## src/rtl/beam_pkg.sv

```systemverilog
`timescale 1ns/1ps
package beam_pkg;

    localparam int SAMP_W        = 8;
    localparam int ANTS_PER_LINK = 4;
    localparam int NUM_LINKS     = 2;
    localparam int SUM_W         = 16;

    typedef enum logic [1:0] {
        ROLE_FIRST = 2'd0,
        ROLE_MID   = 2'd1,
        ROLE_LAST  = 2'd2,
        ROLE_SPARE = 2'd3
    } role_e;

    typedef struct packed {
        logic signed [SUM_W-1:0] im;
        logic signed [SUM_W-1:0] re;
    } beam_word_t;

    function automatic logic role_takes_chip(input role_e r);
        return r != ROLE_FIRST;
    endfunction

    function automatic logic role_to_board(input role_e r);
        return r == ROLE_LAST;
    endfunction

endpackage

```

## src/rtl/beam_link_unpack.sv

```systemverilog
`timescale 1ns/1ps
module beam_link_unpack #(
    parameter int ANTS = 4,
    parameter int SW   = 8
) (
    input  logic [2*SW*ANTS-1:0] word_i,
    output logic signed [SW-1:0] re_o [ANTS],
    output logic signed [SW-1:0] im_o [ANTS]
);
    localparam int SLOT_W = 2 * SW;

    for (genvar k = 0; k < ANTS; k++) begin : g_slot
        assign re_o[k] = word_i[k*SLOT_W +: SW];
        assign im_o[k] = word_i[k*SLOT_W + SW +: SW];
    end
endmodule

```

## src/rtl/beam_add_tree.sv

```systemverilog
`timescale 1ns/1ps
module beam_add_tree #(
    parameter int N     = 8,
    parameter int IN_W  = 8,
    parameter int OUT_W = 12
) (
    input  logic signed [IN_W-1:0]  x_i [N],
    output logic signed [OUT_W-1:0] sum_o
);
    always_comb begin
        sum_o = '0;
        for (int i = 0; i < N; i++) begin
            sum_o = sum_o + OUT_W'(x_i[i]);
        end
    end
endmodule

```

## src/rtl/beam_join_ctrl.sv

```systemverilog
`timescale 1ns/1ps
module beam_join_ctrl
    import beam_pkg::*;
#(
    parameter int LINKS = 2
) (
    input  role_e            role_i,
    input  logic             up_en_i,
    input  logic [LINKS-1:0] link_valid_i,
    input  logic             brd_valid_i,
    input  logic             chip_valid_i,
    output logic             fire_o,
    output logic [LINKS-1:0] link_ready_o,
    output logic             brd_ready_o,
    output logic             chip_ready_o,
    output logic             sel_brd_o,
    output logic             sel_chip_o
);
    logic up_ok;

    always_comb begin
        sel_chip_o   = role_takes_chip(role_i);
        sel_brd_o    = !sel_chip_o && up_en_i;
        if (sel_chip_o)     up_ok = chip_valid_i;
        else if (sel_brd_o) up_ok = brd_valid_i;
        else                up_ok = 1'b1;
        fire_o       = (&link_valid_i) && up_ok;
        link_ready_o = {LINKS{fire_o}};
        brd_ready_o  = fire_o && sel_brd_o;
        chip_ready_o = fire_o && sel_chip_o;
    end
endmodule

```

## src/rtl/beam_sat_out.sv

```systemverilog
`timescale 1ns/1ps
module beam_sat_out #(
    parameter int ACC_W = 18,
    parameter int OUT_W = 16
) (
    input  logic                    clk,
    input  logic                    rst,
    input  logic                    fire_i,
    input  logic                    to_board_i,
    input  logic signed [ACC_W-1:0] acc_re_i,
    input  logic signed [ACC_W-1:0] acc_im_i,
    output logic [2*OUT_W-1:0]      data_o,
    output logic                    chip_valid_o,
    output logic                    brd_valid_o,
    output logic                    ovf_o
);
    localparam int MAXV = 2**(OUT_W-1) - 1;
    localparam int MINV = -(2**(OUT_W-1));

    // returns {clamped, value}
    function automatic logic [OUT_W:0] clamp(input logic signed [ACC_W-1:0] v);
        if (v > $signed(ACC_W'(MAXV)))      return {1'b1, OUT_W'(MAXV)};
        else if (v < $signed(ACC_W'(MINV))) return {1'b1, OUT_W'(MINV)};
        else                                return {1'b0, v[OUT_W-1:0]};
    endfunction

    logic [OUT_W-1:0] sat_re, sat_im;
    logic             ovf_re, ovf_im;

    always_comb begin
        {ovf_re, sat_re} = clamp(acc_re_i);
        {ovf_im, sat_im} = clamp(acc_im_i);
    end

    always_ff @(posedge clk) begin
        if (rst) begin
            data_o       <= '0;
            chip_valid_o <= 1'b0;
            brd_valid_o  <= 1'b0;
            ovf_o        <= 1'b0;
        end else begin
            chip_valid_o <= fire_i && !to_board_i;
            brd_valid_o  <= fire_i && to_board_i;
            ovf_o        <= fire_i && (ovf_re || ovf_im);
            if (fire_i) data_o <= {sat_im, sat_re};
        end
    end
endmodule

```

## src/rtl/beam_chain_stage.sv

```systemverilog
`timescale 1ns/1ps
module beam_chain_stage
    import beam_pkg::*;
#(
    parameter int SW    = SAMP_W,
    parameter int ANTS  = ANTS_PER_LINK,
    parameter int LINKS = NUM_LINKS
) (
    input  logic                      clk,
    input  logic                      rst,
    input  logic [1:0]                role_i,
    input  logic                      up_en_i,
    input  logic [LINKS*2*SW*ANTS-1:0] link_data_i,
    input  logic [LINKS-1:0]          link_valid_i,
    output logic [LINKS-1:0]          link_ready_o,
    input  logic [2*SUM_W-1:0]        brd_in_data_i,
    input  logic                      brd_in_valid_i,
    output logic                      brd_in_ready_o,
    input  logic [2*SUM_W-1:0]        chip_in_data_i,
    input  logic                      chip_in_valid_i,
    output logic                      chip_in_ready_o,
    output logic [2*SUM_W-1:0]        chip_out_data_o,
    output logic                      chip_out_valid_o,
    output logic [2*SUM_W-1:0]        brd_out_data_o,
    output logic                      brd_out_valid_o,
    output logic                      ovf_o
);
    localparam int WORD_W = 2 * SW * ANTS;
    localparam int NANT   = LINKS * ANTS;
    localparam int TREE_W = SW + $clog2(NANT) + 1;
    localparam int ACC_W  = SUM_W + 2;

    role_e role;
    assign role = role_e'(role_i);

    // unpack every link word into per-antenna components
    logic signed [SW-1:0] re_lk [LINKS][ANTS];
    logic signed [SW-1:0] im_lk [LINKS][ANTS];
    logic signed [SW-1:0] re_all [NANT];
    logic signed [SW-1:0] im_all [NANT];

    for (genvar l = 0; l < LINKS; l++) begin : g_link
        beam_link_unpack #(.ANTS(ANTS), .SW(SW)) u_unpack (
            .word_i (link_data_i[l*WORD_W +: WORD_W]),
            .re_o   (re_lk[l]),
            .im_o   (im_lk[l])
        );
    end

    always_comb begin
        for (int l = 0; l < LINKS; l++) begin
            for (int k = 0; k < ANTS; k++) begin
                re_all[l*ANTS + k] = re_lk[l][k];
                im_all[l*ANTS + k] = im_lk[l][k];
            end
        end
    end

    logic signed [TREE_W-1:0] tree_re, tree_im;

    beam_add_tree #(.N(NANT), .IN_W(SW), .OUT_W(TREE_W)) u_tree_re (
        .x_i   (re_all),
        .sum_o (tree_re)
    );
    beam_add_tree #(.N(NANT), .IN_W(SW), .OUT_W(TREE_W)) u_tree_im (
        .x_i   (im_all),
        .sum_o (tree_im)
    );

    // input join
    logic fire, sel_brd, sel_chip;

    beam_join_ctrl #(.LINKS(LINKS)) u_join (
        .role_i       (role),
        .up_en_i      (up_en_i),
        .link_valid_i (link_valid_i),
        .brd_valid_i  (brd_in_valid_i),
        .chip_valid_i (chip_in_valid_i),
        .fire_o       (fire),
        .link_ready_o (link_ready_o),
        .brd_ready_o  (brd_in_ready_o),
        .chip_ready_o (chip_in_ready_o),
        .sel_brd_o    (sel_brd),
        .sel_chip_o   (sel_chip)
    );

    // upstream term selection
    beam_word_t brd_w, chip_w, up_w;
    assign brd_w  = beam_word_t'(brd_in_data_i);
    assign chip_w = beam_word_t'(chip_in_data_i);

    always_comb begin
        if (sel_chip)     up_w = chip_w;
        else if (sel_brd) up_w = brd_w;
        else              up_w = '0;
    end

    logic signed [ACC_W-1:0] acc_re, acc_im;
    assign acc_re = ACC_W'(tree_re) + ACC_W'(up_w.re);
    assign acc_im = ACC_W'(tree_im) + ACC_W'(up_w.im);

    logic [2*SUM_W-1:0] out_word;

    beam_sat_out #(.ACC_W(ACC_W), .OUT_W(SUM_W)) u_out (
        .clk          (clk),
        .rst          (rst),
        .fire_i       (fire),
        .to_board_i   (role_to_board(role)),
        .acc_re_i     (acc_re),
        .acc_im_i     (acc_im),
        .data_o       (out_word),
        .chip_valid_o (chip_out_valid_o),
        .brd_valid_o  (brd_out_valid_o),
        .ovf_o        (ovf_o)
    );

    assign chip_out_data_o = out_word;
    assign brd_out_data_o  = out_word;
endmodule

```

## config.mk

```make
export PLATFORM = sky130hd
export DESIGN_NAME = beam_chain_stage
export DESIGN_NICKNAME = d
export VERILOG_FILES = /design/src/rtl/beam_pkg.sv /design/src/rtl/beam_link_unpack.sv /design/src/rtl/beam_add_tree.sv /design/src/rtl/beam_join_ctrl.sv /design/src/rtl/beam_sat_out.sv /design/src/rtl/beam_chain_stage.sv
export SDC_FILE = /design/constraint.sdc
export NUM_CORES = 1
export LEC_CHECK = 0
export BUFFER_PORTS_ARGS = -buffer_cell sky130_fd_sc_hd__buf_2
export CAP_MARGIN = 15
export CORE_MARGIN = 8
export CORE_UTILIZATION = 35
export CTS_BUF_LIST = sky130_fd_sc_hd__clkbuf_4
export DETAILED_ROUTE_END_ITERATION = 8
export GPL_TIMING_DRIVEN = 0
export PLACE_DENSITY = 0.6
export SYNTH_ARGS = -nofsm -noshare
export SYNTH_HDL_FRONTEND = slang
export SYNTH_SLANG_ARGS = --single-unit
```

## constraint.sdc

```tcl
create_clock -name clk -period 12.5 [get_ports clk]
set_clock_uncertainty 0.1 [all_clocks]
set_input_delay 2.5 -clock clk [delete_from_list [all_inputs] [get_ports clk]]
set_output_delay 2.5 -clock clk [all_outputs]
set_load 0.02 [all_outputs]
```

==> reports/results.tsv <==
metric	value	unit
Max Freq	100	MHz
Yosys cell types	62	
Clock Sinks	35	
DIE AREA	25500	um^2
ANT cells	0	
Post-Synthesis Cells	841	
initial antenna violation count	2	
Worst-path clk slew	0.13	ns
WP data required	12.66	ns
crit-path max FO	10	
Post-DP HPWL	19300	um
Register Area	701	um^2
critical path data arrival time	10.16	ns
# Post-CTS Setup Buffers	0	
final worst path period share	80.0	%
Slew @ Worst Pin	0.726	ns
total core area	20200	um^2
Critical Path End Type	register	
max_cap viols	0	
Post-synth EDFFs	0	
IO Pins	272	
CTS Buf Count	5	
Synth top area share	26.6	%
Initial Util	35.7	%
YS warnings	0	
worst skew pair latency	0.35	ns
Slew Limit Fails	0	
ANT nets after route	0	
DIE HEIGHT	160	um
Final setup viols	0	
min-delay worst type	register to register	
gr usage total	16.7	%
H-tree depth	2	
CTS tree	yes	
sequential element share of the synthesized area	9.69	%
status	finished, final reports clean	
slowest cell delay on critical path	0.53	ns
critical setup path kind	primary input to register	
cell area after synthesis	7230	um^2
share of cells above drive strength 1	31.1	%
row count	52	
ys async rst share	0	%
RSZ-0062 raised after global routing	false	
nets	1483	
CP max stage cell	fa_1	
vias in the first global route	6949	
multi-input logic area	5640	um^2
Max Root-Sink Buffers	2	
area grow syn2layout	24.2	%
first-pass GRT wire length	34900	um
final hold vios	0	
Total Wirelength	21600	um
Area contributors post-synth	fa_1, ha_1, dfxtp_1	
Synth Flop Type	dfxtp_1	
global placement routability congestion	0.864	
1st-iter DRT viols	289	
Mean Syn Cell Area	8.60	um^2
routed length per instance	15.5	um
final setup TNS	0	ns
Die Width	160	um
largest net degree at the start of global routing	14	
Via Count	6590	
Mapped Nets	1206	
cts hold-fix bufs	0	
aggregate global routing overflow	0	
Pre-Repair DR Iteration Count	4	
Fillers	2059	
max_slew headroom	51.6	%
CTS Root Cell	clkbuf_4	
PostCTS Resize Cnt	0	
startpoint types	primary input	
PortBufs	270	
clock period minus worst slack	10.0	ns
area leader, netlist	fa_1	
vias per cell	4.74	
Yosys reg bits	35	
# DRC	0	
==> registers in the layout (all words and copies together) (netlist names) <==
register and cells:
u_out.ovf_o 1, u_out.brd_valid_o 1, u_out.chip_valid_o 1, u_out.data_o 32
==> worst max-delay path, delay by kind of cell <==
kind            cells  cell delay [ns]
buf+inv             8             0.78
compound gates     11             2.49
fa+ha+maj           8             3.18
simple gates        7             0.72
xor+xnor            1             0.47
==> logic make-up (layout without fill, tap and decap cells) <==
| family | count (synthesis) | count (layout) | synth area share [%] |
|---|---|---|---|
| AO/OA/AOI/OAI | 178 | 178 | 18.0 |
| XOR/XNOR | 56 | 56 | 6.97 |
| adder cells (fa/ha/maj) | 174 | 174 | 39.8 |
| buffers and inverters | 196 | 474 | 12.3 |
| flip-flops | 35 | 35 | 9.69 |
| multiplexers | 2 | 2 | 0.363 |
| AND/OR/NAND/NOR | 200 | 200 | 12.8 |
==> cell usage after synthesis, types with 2 or more instances <==
library cell	count
a211oi_1	21
a211oi_2	4
a21boi_0	3
a21o_1	17
a21oi_1	51
a21oi_2	2
a31oi_1	8
and2_1	3
and3_1	5
and3_4	2
buf_4	37
clkbuf_1	19
dfxtp_1	35
fa_1	96
ha_1	68
inv_1	136
maj3_1	6
maj3_2	4
nand2_1	80
nand2b_1	6
nand3_1	34
nand4_1	4
nor2_1	39
nor2b_1	4
nor3_1	7
nor3_2	2
nor4_1	3
o2111ai_1	2
o211ai_1	3
o21a_1	4
o21ai_0	15
o21ai_1	3
o21bai_1	20
o221a_1	7
o221a_2	5
o31ai_1	2
or2_2	2
or3_1	5
xnor2_1	36
xor2_1	19
==> layout by cell type (no fill, tap or decap), drive strengths merged, types with 2 or more instances in the layout <==
master and instances:
nand2 80, o2111ai 2, a21boi 3, inv 138, nor2 40, buf 309
o21bai 20, o21a 4, a221o 2, a21oi 53, or3 6, mux2 2
o21ai 18, nand3 34, dfxtp 35, o31ai 3, fa 96, a311oi 2
xnor2 36, and3 7, o211ai 3, maj3 10, a21o 17, and2 3
xor2 19, or2 2, o221a 12, nor4 3, clkbuf 25, ha 68
nand2b 6, nor3 9, nor2b 4, a211oi 25, clkinvlp 2, nand4 4
a31oi 9
==> stage by stage <==
step                utilization [%]  instances  hold WS, ns  setup WS, ns  instance area [um^2]
finish                         44.4       1389        0.424          2.50                  8980
global route                   44.4       1389        0.456          1.87                  8980
global placement               44.1       1381        0.407          2.12                  8920
CTS                            44.4       1389        0.424          2.46                  8980
detailed placement             44.1       1381        0.406          2.09                  8920
floorplan                         -        841        0.480          2.90                  7230
==> path summary, 6_finish.rpt <==
kind                       to              from  cells after the start  slack [ns]
max reg2reg  u_out.data_o[14]  u_out.data_o[14]                      3       11.53
min           u_out.data_o[1]   u_out.data_o[1]                      2        0.42
max          u_out.data_o[25]    link_data_i[9]                     35        2.50
min reg2reg   u_out.data_o[1]   u_out.data_o[1]                      2        0.42
==> cell type report <==
cell class	count	area share, %
Tap cell	270	3.76
Sequential cell	35	7.80
Clock buffer	5	0.418
Timing Repair Buffer	270	15.0
Inverter	137	5.73
Multi-Input combinational cell	610	62.8
Buffer	59	4.21
Clock inverter	3	0.265
==> metal layers <==
| metal | track usage [%] | wire, um | vias up | part of all wire [%] |
|---|---|---|---|---|
| met3 | 3.68 | 1680 | 10 | 7.8 |
| met4 | 2.70 | 109 | 4 | 0.50 |
| met1 | 19.8 | 9070 | 3047 | 42 |
| li1 | - | - | 3328 | - |
| met5 | 0 | 27 | - | 0.13 |
| met2 | 30.5 | 10700 | 201 | 50 |
Power is left out: the tool's default activity adds up to more than one toggle a clock period on the data nets, which glitch-free logic cannot reach.
